===== src/rtl/pwm_bridge_guard.sv =====
module pwm_bridge_guard #(
  parameter int PER_W = 8,
  parameter int PRE_W = 2
) (
  input  logic                   clk,
  input  logic                   rst_n,
  input  logic [PER_W-1:0]       period_in,
  input  logic [PER_W+PRE_W-1:0] duty_in,
  input  logic                   full_bridge,
  input  logic                   reverse,
  input  logic                   fault_in,
  input  logic                   auto_restart,
  input  logic                   sd_clear,
  input  logic [1:0]             ssel_ac,
  input  logic [1:0]             ssel_bd,
  output logic [3:0]             pwm_out,
  output logic [3:0]             pwm_oe,
  output logic                   sd_flag,
  output logic                   period_end
);
  localparam int CNT_W = PER_W + PRE_W;

  logic [CNT_W-1:0] cnt, duty_q;
  logic [PER_W-1:0] per_q;
  logic             fb_q, rev_q, run, sd_q;

  wire [CNT_W-1:0] last  = {per_q, {PRE_W{1'b1}}};
  wire             wrap  = (cnt == last);
  wire             sd_nx = fault_in | (sd_q & ~auto_restart & ~sd_clear);
  wire             mod   = (cnt < duty_q);
  wire             shut  = fault_in | ~run;

  always_ff @(posedge clk or negedge rst_n) begin
    if (!rst_n) begin
      cnt    <= '0;
      duty_q <= '0;
      per_q  <= '0;
      fb_q   <= 1'b0;
      rev_q  <= 1'b0;
      sd_q   <= 1'b0;
      run    <= 1'b1;
    end else begin
      cnt  <= wrap ? '0 : cnt + 1'b1;
      sd_q <= sd_nx;
      if (wrap) begin
        per_q  <= period_in;
        duty_q <= duty_in;
        fb_q   <= full_bridge;
        rev_q  <= reverse;
      end
      if (sd_nx)     run <= 1'b0;
      else if (wrap) run <= 1'b1;
    end
  end

  logic [3:0] live;
  always_comb begin
    if (!fb_q)      live = {2'b00, ~mod, mod};
    else if (rev_q) live = {1'b0, 1'b1, mod, 1'b0};
    else            live = {mod, 1'b0, 1'b0, 1'b1};
  end

  for (genvar i = 0; i < 4; i++) begin : g_pin
    wire [1:0] sel = (i % 2 == 0) ? ssel_ac : ssel_bd;
    assign pwm_out[i] = shut ? (sel == 2'b01) : live[i];
    assign pwm_oe[i]  = shut ? ~sel[1] : 1'b1;
  end

  assign sd_flag    = sd_q;
  assign period_end = wrap;
endmodule



===== config.mk =====
export PLATFORM = sky130hd
export DESIGN_NAME = pwm_bridge_guard
export DESIGN_NICKNAME = d
export VERILOG_FILES = /design/src/rtl/pwm_bridge_guard.sv
export SDC_FILE = /design/constraint.sdc
export NUM_CORES = 1
export LEC_CHECK = 0
export BUFFER_PORTS_ARGS = -buffer_cell sky130_fd_sc_hd__buf_2
export CAP_MARGIN = 20
export CORE_AREA = 5 5 88 90
export CTS_BUF_LIST = sky130_fd_sc_hd__clkbuf_8 sky130_fd_sc_hd__clkbuf_16
export CTS_CLUSTER_DIAMETER = 80
export DETAILED_ROUTE_END_ITERATION = 10
export DIE_AREA = 0 0 93 95
export GPL_TIMING_DRIVEN = 0
export HOLD_SLACK_MARGIN = 0.03
export PLACE_DENSITY = 0.43
export SYNTH_ARGS = -nofsm -noshare
export SYNTH_HDL_FRONTEND = slang
export SYNTH_SLANG_ARGS = --single-unit

===== constraint.sdc =====
create_clock -name clk -period 2.82 [get_ports clk]
set_clock_uncertainty 0.2 [all_clocks]
set_input_delay 0.423 -clock clk [delete_from_list [all_inputs] [get_ports clk]]
set_output_delay 0.423 -clock clk [all_outputs]
set_load 0.005 [all_outputs]

==> results.yml <==
status:
  status: "complete, no violations"
setup_path:
  critical_path_required_ps: 2200
  cp-start-kind: "register"
  crit_chain: "ha_1 > nand4_1 > or3_4 > a211o_1 > o311ai_1 > buf_2"
  critPathMaxStageDelay_ps: 450
  critPathTopFamily: "simple AND/OR/NAND/NOR gates"
  critPathBufInv: 1
  cp_slowest_cell: "dfrtp_2"
  path_max_fanout: 5
  setup.worst_path.class: "register to primary output"
  crit_arrival_ps: 2110
  worstSetupEndpointType: "primary output"
route:
  drc: 0
  drt-total-wl_um: 3660
  vias: 1244
  routed_via_density: 4.26
  drt_iter0_markers: 42
  wl_per_cell_um: 12.5
  antenna_left: 0
  drtPass1Iterations: 4
synth:
  synth_edf_count: 0
  ys_ff_latch: 32
  synth-xor-area-share_pct: 8.49
  synth.avg_cell_area_sq_um: 10.3
  ys_types: 33
  async_flop_share_pct: 100
  synth_top_area_share_pct: 47.0
  synth-simple-area-share_pct: 14.8
  synth.cell_area_sq_um: 1650
  ys.flop_type: "dfrtp_1"
  synthCells: 161
  synth_top_family_by_area: "simple AND/OR/NAND/NOR gates"
  ys_warn_count: 0
  ys_seq_area_share_pct: 48.6
  syn-num-nets: 200
  synth_compound_area_share_pct: 8.57
  synth.mux.area_fraction_pct: 6.82
  yosys-top-cells-area: "dfrtp_1, ha_1, mux2_2"
  synth_top_cell_by_area: "dfrtp_1"
  synth_fa_ha_area_share_pct: 7.58
timing:
  fin_crit_ps: 2740
  worst_pin_slew_ps: 746
  timing_hold_violations_final: 0
  setup_violations: 0
  fin_setup_tns_ps: 0
  slew_headroom_pct: 50.3
  fmax_mhz: 366
  period_share_pct: 97.0
  final_max_slew_viol_count: 0
  hold_slack_ps: 143
pwr:
  leakage_nw: 0.957
  power_density_nw_per_um2: 533
  p_switching_mw: 0.290
  seq_power_share_pct: 47.1
  p_total_mw: 1.13
  sw_frac_of_total_pct: 25.6
  pwr-share-comb_pct: 14.5
  internal_power_mw: 0.842
  clkPwrFrac_pct: 38.4
  vdd_drop_max_mv: 0.161
global_route:
  overflow: 0
  grt_pass1_vias: 1285
  grt_pass1_wl_um: 6090
  grt_use_total_pct: 8.82
  grt_max_degree: 33
  antenna_found_initial: 0
clocking:
  clock_latency_ps: 280
  clockRootBuffer: "clkbuf_8"
  cts.clk_slew.worst_paths_ps: 70
  cts_tree: "yes"
  clock-sinks: 32
  clockBufferDepth: 2
  cts_buffers: 5
  htreeDepth: 2
die:
  io_pins: 39
  dieWidth_um: 93
  die_y_um: 95
  initial_core_util_pct: 23.6
  die_area_sq_um: 8840
  core-area_sq_um: 6980
  core.rowCount: 31
placement:
  io_buffers: 38
  dpl.cell_count: 281
  dpl.hpwl_um: 2740
  gp_congestion: 0.716
final_layout:
  nNetsFinal: 248
  syn2layout_area_growth_pct: 28.7
  drive_above_1_share_pct: 36.7
  final_common_cell: "buf_2"
  antenna_cells: 0
  instances_no_fill: 292
  final_cell_mix: "buf_2, dfrtp_1, nand2_1, nor2_1, o21ai_0"
  post-route-util_pct: 30.4
hold_path:
  holdCritPathClass: "input port to register"
flow_run:
  maxCapViolCount: 0
==> tightest hold or removal path: cells and delay by family <==
| kind | cells | cell delay, ps |
|---|---|---|
| compound gates | 1 | 60 |
| buf+inv | 1 | 70 |
| simple gates | 1 | 40 |
==> stage by stage <==
step | cell area (sq um) | setup slack [ps]
3_5_place_dp | 1940 | 288
2_1_floorplan | 1650 | 546
5_1_grt | 2120 | -2.62
4_1_cts | 2070 | 13.7
6_report | 2120 | 84.4
3_3_place_gp | 1940 | 301
==> logic make-up after synthesis <==
family / after synthesis
AND/OR/NAND/NOR: 52
XOR/XNOR: 16
buffers and inverters: 18
AO/OA/AOI/OAI: 23
flip-flops: 32
multiplexers: 10
adder cells (fa/ha/maj): 10
==> path summary, 6_finish.rpt <==
| kind | end | slack (ps) | start | cells past startpoint |
|---|---|---|---|---|
| min in group asynchronous | per_q[2]$_DFFE_PN0P_ | 530 | rst_n | 2 |
| worst min register to register | cnt[0]$_DFF_PN0_ | 300 | cnt[0]$_DFF_PN0_ | 1 |
| max in group asynchronous | cnt[8]$_DFF_PN0_ | 1350 | rst_n | 2 |
| worst min-delay path | duty_q[4]$_DFFE_PN0P_ | 140 | duty_in[4] | 3 |
| worst max register to register | per_q[4]$_DFFE_PN0P_ | 730 | cnt[8]$_DFF_PN0_ | 6 |
| worst max-delay path | pwm_out[1] | 80 | cnt[6]$_DFF_PN0_ | 6 |
==> power groups by stage <==
stage                     Combinational [mW]  Sequential, mW  Clock, mW
after global routing                   0.188           0.538      0.466
final                                  0.164           0.533      0.435
after detailed placement               0.150           0.538          0
after CTS                              0.152           0.530      0.446
after floorplan                       0.0972           0.527          0
after global placement                 0.147           0.538          0
==> routing by layer <==
metal / vias to the layer above / track usage, % / wire length (um)
met3: 4 / 3.43 / 230
met4: 0 / 2.93 / 43
met2: 36 / 14.2 / 1720
met1: 565 / 10.9 / 1670
met5: - / 0 / 0
li1: 639 / - / -
==> registers in the layout, summed over array words and instances, names as in the netlist <==
name,cells
cnt,10
duty_q,10
per_q,8
fb_q,1
rev_q,1
run,1
sd_flag,1
==> cell type report <==
| cell class | count | area [sq um] |
|---|---|---|
| fillers | 751 | 4860 |
| flip-flops and latches | 32 | 811 |
| multi-input cells | 111 | 802 |
| repair buffers | 41 | 215 |
| well taps | 82 | 103 |
| clock buffers | 5 | 68.8 |
| plain buffers | 7 | 43.8 |
| inverters | 11 | 41.3 |
| clock inverters | 3 | 38.8 |
==> synth_stat cells (3+ instances only) <==
cell,number
mux2_2,10
nand2_1,17
o21ai_0,13
xnor2_1,11
a211oi_1,3
dfrtp_1,31
nand3_1,6
xor2_1,5
inv_1,11
nor2_1,15
ha_1,10
==> timing repair <==
| item | 4_1_cts | 5_1_grt |
|---|---|---|
| pin swaps | 0 | 4 |
| gates resized for setup | 1 | 12 |
| hold endpoints to repair | 12 | 0 |
| endpoints found under the setup margin | 2 | 2 |
| hold buffers | 1 | 0 |
| buffers inserted | 0 | 2 |
(Power assumes the default switching activity.)
